`src/rtl/keyed_wdog_pkg.sv`:
```
package keyed_wdog_pkg;

    localparam logic [7:0] KEY_OPEN   = 8'h87;
    localparam logic [7:0] KEY_CLOSE  = 8'hAA;
    localparam logic [7:0] IX_PAGE    = 8'h07;
    localparam logic [7:0] PAGE_WDOG  = 8'h08;
    localparam logic [7:0] IX_ENABLE  = 8'h30;
    localparam logic [7:0] IX_UNIT    = 8'hF5;
    localparam logic [7:0] IX_COUNT   = 8'hF6;
    localparam logic [7:0] IX_RELOAD  = 8'hF7;
    localparam logic [7:0] IDLE_READ  = 8'hFF;

    typedef enum logic [1:0] {
        KS_SHUT = 2'd0,
        KS_HALF = 2'd1,
        KS_OPEN = 2'd2
    } key_state_e;

    typedef struct packed {
        logic [7:0] enable;
        logic [7:0] unit;
        logic [7:0] reload_ctl;
    } wd_cfg_t;

    function automatic logic cfg_on(input wd_cfg_t c);
        return c.enable[0];
    endfunction

    function automatic logic cfg_minutes(input wd_cfg_t c);
        return c.unit[3];
    endfunction

endpackage

```
`src/rtl/keyed_wdog_key.sv`:
```
module keyed_wdog_key
    import keyed_wdog_pkg::*;
(
    input  logic       clk,
    input  logic       rst,
    input  logic       idx_wr,
    input  logic [7:0] wr_byte,
    output logic       open_o,
    output logic [7:0] index_o
);

    key_state_e state_q;
    logic [7:0] index_q;

    always_ff @(posedge clk) begin
        if (rst) begin
            state_q <= KS_SHUT;
            index_q <= 8'h00;
        end else if (idx_wr) begin
            unique case (state_q)
                KS_SHUT: state_q <= (wr_byte == KEY_OPEN) ? KS_HALF : KS_SHUT;
                KS_HALF: state_q <= (wr_byte == KEY_OPEN) ? KS_OPEN : KS_SHUT;
                KS_OPEN: begin
                    if (wr_byte == KEY_CLOSE) state_q <= KS_SHUT;
                    else                      index_q <= wr_byte;
                end
                default: state_q <= KS_SHUT;
            endcase
        end
    end

    assign open_o  = (state_q == KS_OPEN);
    assign index_o = index_q;

    // lock byte always closes an open space
    assert_close_key_R3: assert property (@(posedge clk) disable iff (rst)
        (open_o && idx_wr && wr_byte == KEY_CLOSE) |=> !open_o);

    // the space never opens from the fully locked state in one write
    assert_two_keys_R2: assert property (@(posedge clk) disable iff (rst)
        (state_q == KS_SHUT) |=> !open_o);

endmodule

```
`src/rtl/keyed_wdog_regs.sv`:
```
module keyed_wdog_regs
    import keyed_wdog_pkg::*;
(
    input  logic       clk,
    input  logic       rst,
    input  logic       open_i,
    input  logic [7:0] index_i,
    input  logic       data_wr,
    input  logic [7:0] wr_byte,
    input  logic [7:0] live_count_i,
    output wd_cfg_t    cfg_o,
    output logic       count_load_o,
    output logic [7:0] reload_val_o,
    output logic [7:0] rd_data_o
);

    logic [7:0] page_q;
    wd_cfg_t    cfg_q;
    logic [7:0] reload_q;
    logic       page_ok;
    logic       wr_ok;

    assign page_ok = (page_q == PAGE_WDOG);
    assign wr_ok   = open_i && data_wr;

    always_ff @(posedge clk) begin
        if (rst) begin
            page_q   <= 8'h00;
            cfg_q    <= '0;
            reload_q <= 8'h00;
        end else if (wr_ok) begin
            if (index_i == IX_PAGE) begin
                page_q <= wr_byte;
            end else if (page_ok) begin
                case (index_i)
                    IX_ENABLE: cfg_q.enable     <= wr_byte;
                    IX_UNIT:   cfg_q.unit       <= wr_byte;
                    IX_RELOAD: cfg_q.reload_ctl <= wr_byte;
                    IX_COUNT:  reload_q         <= wr_byte;
                    default:   ;
                endcase
            end
        end
    end

    assign count_load_o = wr_ok && page_ok && (index_i == IX_COUNT);
    assign reload_val_o = reload_q;
    assign cfg_o        = cfg_q;

    always_comb begin
        rd_data_o = IDLE_READ;
        if (open_i) begin
            if (index_i == IX_PAGE) begin
                rd_data_o = page_q;
            end else if (page_ok) begin
                case (index_i)
                    IX_ENABLE: rd_data_o = cfg_q.enable;
                    IX_UNIT:   rd_data_o = cfg_q.unit;
                    IX_COUNT:  rd_data_o = live_count_i;
                    IX_RELOAD: rd_data_o = cfg_q.reload_ctl;
                    default:   rd_data_o = IDLE_READ;
                endcase
            end
        end
    end

    // data writes while locked leave every register untouched
    assert_locked_quiet_R2: assert property (@(posedge clk) disable iff (rst)
        (!open_i && data_wr) |=> ($stable(cfg_q) && $stable(page_q) && $stable(reload_q)));

    // watchdog registers do not move while another page is selected
    assert_page_guard_R5: assert property (@(posedge clk) disable iff (rst)
        (!page_ok && index_i != IX_PAGE) |=> $stable(cfg_q));

endmodule

```
`src/rtl/keyed_wdog_timer.sv`:
```
module keyed_wdog_timer #(
    parameter int unsigned TICKS_PER_SEC = 1000000,
    parameter int unsigned SECS_PER_MIN  = 60
) (
    input  logic       clk,
    input  logic       rst,
    input  logic       run_en_i,
    input  logic       minutes_i,
    input  logic       reload_i,
    input  logic [7:0] reload_val_i,
    output logic [7:0] count_o,
    output logic       expire_o
);

    localparam int unsigned PW = (TICKS_PER_SEC > 1) ? $clog2(TICKS_PER_SEC) : 1;
    localparam int unsigned MW = (SECS_PER_MIN > 1) ? $clog2(SECS_PER_MIN) : 1;
    localparam logic [PW-1:0] PRE_LAST = PW'(TICKS_PER_SEC - 1);
    localparam logic [MW-1:0] MIN_LAST = MW'(SECS_PER_MIN - 1);

    logic [PW-1:0] pre_q;
    logic [MW-1:0] sec_q;
    logic [7:0]    count_q;
    logic          exp_q;
    logic          running, sec_tick, min_tick, unit_tick;

    assign running   = run_en_i && (count_q != 8'd0);
    assign sec_tick  = (pre_q == PRE_LAST);
    assign min_tick  = sec_tick && (sec_q == MIN_LAST);
    assign unit_tick = minutes_i ? min_tick : sec_tick;

    always_ff @(posedge clk) begin
        if (rst) begin
            pre_q   <= '0;
            sec_q   <= '0;
            count_q <= 8'd0;
            exp_q   <= 1'b0;
        end else begin
            exp_q <= 1'b0;
            if (reload_i) begin
                count_q <= reload_val_i;
                pre_q   <= '0;
                sec_q   <= '0;
            end else if (running) begin
                pre_q <= sec_tick ? '0 : pre_q + PW'(1);
                if (sec_tick) sec_q <= min_tick ? '0 : sec_q + MW'(1);
                if (unit_tick) begin
                    count_q <= count_q - 8'd1;
                    exp_q   <= (count_q == 8'd1);
                end
            end else begin
                pre_q <= '0;
                sec_q <= '0;
            end
        end
    end

    assign count_o  = count_q;
    assign expire_o = exp_q;

    // the request lasts one cycle
    assert_one_pulse_R10: assert property (@(posedge clk) disable iff (rst)
        expire_o |=> !expire_o);

    // a request only coincides with an exhausted count
    assert_zero_on_req_R10: assert property (@(posedge clk) disable iff (rst)
        expire_o |-> (count_o == 8'd0));

    // without a reload the count only holds or steps down by one
    assert_step_R8: assert property (@(posedge clk) disable iff (rst)
        !reload_i |=> (count_o == $past(count_o) || count_o == $past(count_o) - 8'd1));

    // a disabled timer holds its count
    assert_hold_R12: assert property (@(posedge clk) disable iff (rst)
        (!run_en_i && !reload_i) |=> $stable(count_o));

endmodule

```
`src/rtl/keyed_wdog.sv`:
```
module keyed_wdog
    import keyed_wdog_pkg::*;
#(
    parameter int unsigned TICKS_PER_SEC = 1000000,
    parameter int unsigned SECS_PER_MIN  = 60
) (
    input  logic       clk,
    input  logic       rst,
    input  logic       idx_wr,
    input  logic       data_wr,
    input  logic [7:0] wr_byte,
    input  logic       kbd_evt,
    input  logic       mouse_evt,
    output logic [7:0] rd_data,
    output logic       reset_req
);

    logic       open_w;
    logic [7:0] index_w;
    wd_cfg_t    cfg_w;
    logic       load_w;
    logic [7:0] reload_val_w;
    logic [7:0] count_w;
    logic       evt_reload;
    logic       any_reload;
    logic [7:0] next_val;

    keyed_wdog_key u_key (
        .clk     (clk),
        .rst     (rst),
        .idx_wr  (idx_wr),
        .wr_byte (wr_byte),
        .open_o  (open_w),
        .index_o (index_w)
    );

    keyed_wdog_regs u_regs (
        .clk          (clk),
        .rst          (rst),
        .open_i       (open_w),
        .index_i      (index_w),
        .data_wr      (data_wr),
        .wr_byte      (wr_byte),
        .live_count_i (count_w),
        .cfg_o        (cfg_w),
        .count_load_o (load_w),
        .reload_val_o (reload_val_w),
        .rd_data_o    (rd_data)
    );

    assign evt_reload = (kbd_evt && cfg_w.reload_ctl[6]) || (mouse_evt && cfg_w.reload_ctl[7]);
    assign any_reload = load_w || evt_reload;
    assign next_val   = load_w ? wr_byte : reload_val_w;

    keyed_wdog_timer #(
        .TICKS_PER_SEC (TICKS_PER_SEC),
        .SECS_PER_MIN  (SECS_PER_MIN)
    ) u_timer (
        .clk          (clk),
        .rst          (rst),
        .run_en_i     (cfg_on(cfg_w)),
        .minutes_i    (cfg_minutes(cfg_w)),
        .reload_i     (any_reload),
        .reload_val_i (next_val),
        .count_o      (count_w),
        .expire_o     (reset_req)
    );

    // a locked space reads back the idle value
    assert_locked_read_R4: assert property (@(posedge clk) disable iff (rst)
        (idx_wr && wr_byte == KEY_CLOSE && open_w) |=> (rd_data == IDLE_READ));

    // an armed keyboard event restores the reload value
    assert_kbd_reload_R11: assert property (@(posedge clk) disable iff (rst)
        (kbd_evt && cfg_w.reload_ctl[6] && !load_w) |=> (count_w == $past(reload_val_w)));

endmodule

```
`config.mk`:
```
export PLATFORM = sky130hd
export DESIGN_NAME = keyed_wdog
export DESIGN_NICKNAME = d
export VERILOG_FILES = /design/src/rtl/keyed_wdog_pkg.sv /design/src/rtl/keyed_wdog_key.sv /design/src/rtl/keyed_wdog_regs.sv /design/src/rtl/keyed_wdog_timer.sv /design/src/rtl/keyed_wdog.sv
export SDC_FILE = /design/constraint.sdc
export NUM_CORES = 1
export LEC_CHECK = 0
export CAP_MARGIN = 5
export CORE_MARGIN = 5
export CORE_UTILIZATION = 30
export CTS_CLUSTER_DIAMETER = 30
export DETAILED_ROUTE_END_ITERATION = 8
export PLACE_DENSITY = 0.55
export SYNTH_ARGS = -nofsm -noshare
export SYNTH_HDL_FRONTEND = slang
export SYNTH_SLANG_ARGS = --single-unit
```
`constraint.sdc`:
```
create_clock -name clk -period 4.59 [get_ports clk]
set_input_delay 0.918 -clock clk [delete_from_list [all_inputs] [get_ports clk]]
set_output_delay 0.918 -clock clk [all_outputs]
set_load 0.1 [all_outputs]
```
-- Word level (Yosys, flattened, before mapping)
Index checks and enable logic that the tools add are counted.
- $add $sub $neg: 3
- equality and inequality tests: 14
- mux-type cells: 14
- bitwise operators: 4
- reductions and logical operators: 24
- operators with widths (cell ; count):
    two-way mux 8 bit ; 7
    == test 8 bit (second input constant) ; 5
    case mux 8 bit (4 select lines) ; 1
    adder 20 x 1 -> 20 bit (second input constant) ; 1
    == test 20 bit (second input constant) ; 1
    AND reduction 4 bit ; 4
    == test 8 x 1 -> 1 bit (second input constant) ; 1
    == test 8 x 3 -> 1 bit (second input constant) ; 1
    == test 8 x 4 -> 1 bit (second input constant) ; 1
    == test 8 x 6 -> 1 bit (second input constant) ; 1
    nonzero test 8 bit ; 1
    OR reduction 4 bit ; 2
    subtractor 8 x 1 -> 8 bit (second input constant) ; 1
    logical AND 1 bit ; 7
    adder 6 x 1 -> 6 bit (second input constant) ; 1
    == test 6 bit (second input constant) ; 1
    two-way mux 6 bit ; 1
    case mux 2 bit (3 select lines) ; 1
    AND reduction 2 bit ; 3
    two-way mux 2 bit ; 2
    NOT 1 bit ; 4
    nonzero test 2 bit ; 2
    AND reduction 3 bit ; 1
    OR reduction 3 bit ; 1
    6 further kinds ; 8
- register bits after elaboration: 85
- bits of input ports: 14
- output and inout bits: 9
- logic and storage cells: 70

-- Longest topological paths before layout
- word-level depth: 7
- depth in mapped cells: 8
- depth with buffers taken out: 7

-- Cells and area by module
Synthesis repeated with hierarchy kept, for this count alone.
- cells, all modules: 511
- area, all modules: 4461.8 um2
- by module, submodules not included (module ; times used ; cells an instance ; area an instance (um2) ; seq. area each (um2)):
    keyed_wdog_regs ; 1 ; 231 ; 1971.9 ; 800.8
    keyed_wdog_timer ; 1 ; 218 ; 1813.0 ; 700.7
    keyed_wdog_key ; 1 ; 52 ; 535.5 ; 200.2
    keyed_wdog ; 1 ; 10 ; 141.4 ; 0.0

-- Worst setup path before layout
Ideal clock, no wire load.
- path kind: register -> output
- start point: register u_key.index_q[0] (netlist: u_key.index_o[0])
- end point: output rd_data[0]
- data arrival time: 2.397 ns
- slack: 1.275 ns
- stages on the path, launching flop included: 7
- path buffers: 1
- cells stage by stage: dfxtp_1 -> clkbuf_1 -> or3_1 -> nor3_2 -> o2111ai_1 -> o32ai_1 -> nand2_1
- longest elaborated chain between the ends: 5
- elaborated cells between the ends (all ways): 9
- those cells by class: 5 x eq/ne; 4 x mux
- RTL lines (what ; RTL line ; RTL):
    start, declared ; keyed_wdog_key.sv:13 ; logic [7:0] index_q;
    start signal, assigned ; keyed_wdog_key.sv:25 ; else index_q <= wr_byte;
    == test 8 bit or == test 8 x 6 -> 1 bit (tied branches) ; keyed_wdog_regs.sv:56 ; case (index_i)
    case mux 8 bit (4 select lines) ; keyed_wdog_regs.sv:56 ;
    two-way mux 8 bit ; keyed_wdog_regs.sv:55 ; end else if (page_ok) begin
    two-way mux 8 bit (*) ; keyed_wdog_regs.sv:53 ; if (index_i == IX_PAGE) begin
    two-way mux 8 bit (*) ; keyed_wdog_regs.sv:52 ; if (open_i) begin
    end, declared ; keyed_wdog.sv:14 ; output logic [7:0] rd_data,
Mark *: on every way between the ends. The rest lies on a longest branch, timed or not.

-- Worst setup path in the final report
- start point: register u_key.index_q[0] (netlist: u_key.index_o[0])
- end point: output rd_data[5]
Same word-level chain as after synthesis.

==> results by group <==
Setup path
  – Worst path arrival time: 2.99 ns
  – Critical-path cell with the highest stage delay: dfxtp_1
  – Sort of element at the start of the critical path: register
  – Category of the most critical setup path: register to output pin
  – Instance count on the critical path: 6
  – Critical path fanouts, max: 17
  – CP Buf/Inv Count: 1
  – Worst setup path start: u_key.index_o[0]
  – Critical Path Max Stage Delay: 0.52 ns
  – Worst Path Required: 3.67 ns
  – Crit. End Element: output pin
  – Reg2reg start: u_key.index_o[2]
  – Capture point of the worst path: rd_data[5]
  – Slack of the worst reg-to-reg path: 1.92 ns
  – Path depth of the worst reg2reg path: 5
  – Family with the most delay on the worst path: simple AND/OR/NAND/NOR gates
  – Worst-path cell chain: or3_1 -> nor3_2 -> o2111ai_1 -> o32ai_1 -> nand2_1 -> buf_4
  – Worst reg2reg path endpoint: u_timer.count_o[7]

Power and ir drop
  – Sum of internal, switching and leakage power: 1.53 mW
  – Net switching power: 0.337 mW
  – Sequential power share: 0.485
  – Worst vdd rail ir drop: 180 µV
  – Clock Power Share: 0.483
  – Power density over cell area: 322 nW/µm²
  – Internal: 1.20 mW
  – Leakage power of the design: 1.61 nW
  – Combinational group share of total power: 0.032
  – Switching part of the total power: 0.220

STA
  – Final critical-path share of the clock period: 0.851
  – Maximum clock frequency: 0.256 GHz
  – Transition at the pin with the smallest max-transition slack: 0.991 ns
  – Setup TNS Final: 0 ns
  – Number of setup violations in the final report: 0
  – Fin. Hold Viols: 0
  – Time the final worst path needs with I/O delays and setup: 3.91 ns
  – Setup repair after global routing missed its margin: no
  – Clock tree skew after final layout: 0.00690 ns
  – Worst relative slew slack: 0.334
  – Number of max-slew violations in the final report: 0

Synth
  – Number of flops mapped to enable cells by yosys: 0
  – Main synth FF type: dfxtp_1
  – Synthesized flop and latch total: 85
  – Per-instance average area after synthesis: 8.80 µm²
  – Summed instance area of the synthesized netlist: 4090 µm²
  – Number of different library cells in the post-synthesis netlist: 51
  – Part of the Yosys area used for sequential elements: 0.416
  – Gate count of the mapped netlist: 465
  – FFs w/ async S/R, synth: 0
  – Number of warnings issued by yosys: 0
  – Post-Synthesis Net Count: 484

Layout
  – Number of nets in the finished design: 500
  – Relative area change from synthesis to final layout: 16.2%
  – Layout cells sized above 1: 0.0802
  – Antenna Cells: 0
  – Post-route cell area: 4750 µm²
  – Final Instance Count excl. Fillers: 662

Clocking
  – CTS Buf Count: 9
  – Longest Clk Path Bufs: 2
  – Post-CTS setup repair buffer count: 0
  – # clock sinks: 85
  – Post-CTS clock slew at the launch and capture registers of the worst setup and hold paths: 0.06 ns
  – Count of cells resized by post-cts repair: 0
  – Clock tree from TritonCTS: yes
  – Cts-stage hold buffer count: 0
  – Clock network latency to the later pin of the worst-skew pair: 0.34 ns
  – Maximum level of the CTS H-tree: 3
  – Cell at the root of the clock tree: clkbuf_16

Placement
  – Final weighted congestion of routability-driven global placement: 0.876
  – Total of buffers placed on input and output ports: 22
  – HPWL Detailed: 7240 µm
  – Count of placed standard cells including taps: 646
  – Placed cell areas: 4450 µm²

Floorplanning
  – Site row count: 42
  – Initial cell density of the core: 0.308
  – Die footprint: 16100 µm²
  – Standard cell core area: 13300 µm²
  – # IOs: 23
  – Vertical die dimension: 127 µm
  – DIE WIDTH: 127 µm

Global routing
  – Global-route total usage across every layer: 0.137
  – Remaining global-route overflow: 0
  – Pin count of the biggest net entering global routing: 59
  – Via count of the first global-routing pass: 3404
  – Global-route wire length before repair: 17900 µm
  – Number of antenna violations at the first check in global routing: 0

Drt
  – Mean number of vias per cell: 5.23
  – Number of routed nets with antenna violations: 0
  – Detailed-route wire length: 10600 µm
  – Detailed-route wire length per cell: 16.1 µm
  – Uppermost signal routing layer after detailed routing: met4
  – Count of routing violations after the opening detailed-route iteration: 322
  – Wire length on met3: 438 µm
  – Vias after detailed routing: 3461
  – DRC violations left: 0
  – Met2 wire length: 5040 µm
  – Wire length the detailed router placed on met1: 5050 µm
  – Iteration count of the initial detailed-routing pass: 5

Flow run
  – Count of maximum capacitance violations: 0

Run status
  – Run status: finished, final reports clean

Min path
  – Hold/Removal Path Class: register to register
cell usage in the layout (no fill, tap or decap), types with 4 or more instances in the layout:
master           netlist  layout
o211ai_1               4       4
and4_1                 5       5
xnor2_1               11      11
dfxtp_1               85      85
or3_1                  6       6
mux2i_1               45      45
o32ai_1                8       8
clkdlybuf4s50_1        0      13
nor3_1                14      14
a311oi_1               7       7
inv_1                  8       8
nor4_1                 8       8
nand4_1                9       9
a21oi_1               16      16
a22o_1                 7       7
nor2_1                75      75
clkbuf_16              0       9
nand3_1               18      18
buf_4                  0      13
xor2_1                15      15
nand2_1               46      46
ha_1                   5       5
logic make-up (layout without fill, tap and decap cells):
family / Yosys count / after routing / synth area share
flip-flops: 85 / 85 / 0.416
buffers and inverters: 30 / 51 / 0.0300
adder cells (fa/ha/maj): 5 / 5 / 0.0153
multiplexers: 45 / 45 / 0.110
AND/OR/NAND/NOR: 212 / 212 / 0.260
XOR/XNOR: 26 / 26 / 0.0556
AO/OA/AOI/OAI: 62 / 62 / 0.113
final cells by class:
cell class / count / area (µm²)
clock inverters: 5 / 58.8
multi-input cells: 350 / 2270
inverters: 8 / 30.0
repair buffers: 27 / 233
well taps: 176 / 220
flip-flops and latches: 85 / 1700
fillers: 1373 / 8540
clock buffers: 11 / 243
synthesized netlist by cell type, types with 3 or more instances:
cell / n / area share
and4_1: 5 / 0.011
clkbuf_1: 19 / 0.017
o211ai_1: 4 / 0.0073
a21oi_1: 16 / 0.020
o31ai_1: 3 / 0.0055
nand3_1: 18 / 0.022
ha_1: 5 / 0.015
nor3_1: 14 / 0.017
nor4_1: 8 / 0.012
nand4b_1: 3 / 0.0064
nand3b_1: 3 / 0.0055
nand2_1: 46 / 0.042
inv_1: 8 / 0.0073
xnor2_1: 11 / 0.024
nor2_1: 75 / 0.069
dfxtp_1: 85 / 0.42
or4_1: 3 / 0.0055
o21ai_0: 3 / 0.0037
a311oi_1: 7 / 0.015
o32ai_1: 8 / 0.017
xor2_1: 15 / 0.032
nand4_1: 9 / 0.014
a211o_1: 3 / 0.0064
mux2i_1: 45 / 0.11
a211oi_1: 3 / 0.0055
or3_1: 6 / 0.0092
a22o_1: 7 / 0.015
registers in the layout, indices dropped and copies added, names as in the netlist:
| name | cells |
|---|---|
| u_regs.cfg_o | 24 |
| u_timer.pre_q | 20 |
| u_key.index_o | 8 |
| u_regs.page_q | 8 |
| u_regs.reload_val_o | 8 |
| u_timer.count_o | 8 |
| u_timer.sec_q | 6 |
| u_key.state_q | 2 |
| u_timer.expire_o | 1 |
metal layers:
layer	vias up	track usage
met4	0	0.0391
met3	9	0.0328
met1	1670	0.185
met2	73	0.218
met5	-	0
li1	1709	-
power groups by stage:
stage	Sequential [mW]	Clock, mW	Combinational (mW)
detailed placement	0.760	0	0.0490
global route	0.743	0.791	0.0527
floorplan	0.758	0	0.0236
CTS	0.743	0.756	0.0492
global placement	0.760	0	0.0486
finish	0.743	0.740	0.0493
metrics by stage:
step	hold WS (ns)	utilization	setup WS, ns
after floorplan	0.430	-	1.27
after global placement	0.440	0.335	1.12
after detailed placement	0.447	0.335	1.05
final	0.455	0.358	0.683
after CTS	0.456	0.358	0.653
after global routing	0.475	0.358	0.376
worst reg2reg max path: cells and delay by family, from the launching register on:
kind             cells  cell delay, ns
AO/OA/AOI/OAI        2            1.02
AND/OR/NAND/NOR      3            1.12
flip-flops           1            0.38
worst min path at each step:
stage	cells past startpoint	slack [ns]	from	endpoint
floorplan	1	0.43	u_timer.pre_q[0]	u_timer.pre_q[0]
global placement	1	0.44	u_timer.pre_q[0]	u_timer.pre_q[0]
detailed placement	2	0.45	u_regs.reload_val_o[1]	u_regs.reload_val_o[1]
CTS	2	0.46	u_regs.reload_val_o[1]	u_regs.reload_val_o[1]
global route	2	0.48	u_regs.reload_val_o[7]	u_regs.reload_val_o[7]
finish	2	0.45	u_regs.reload_val_o[4]	u_regs.reload_val_o[4]
Power figures use the tool's default switching activity.
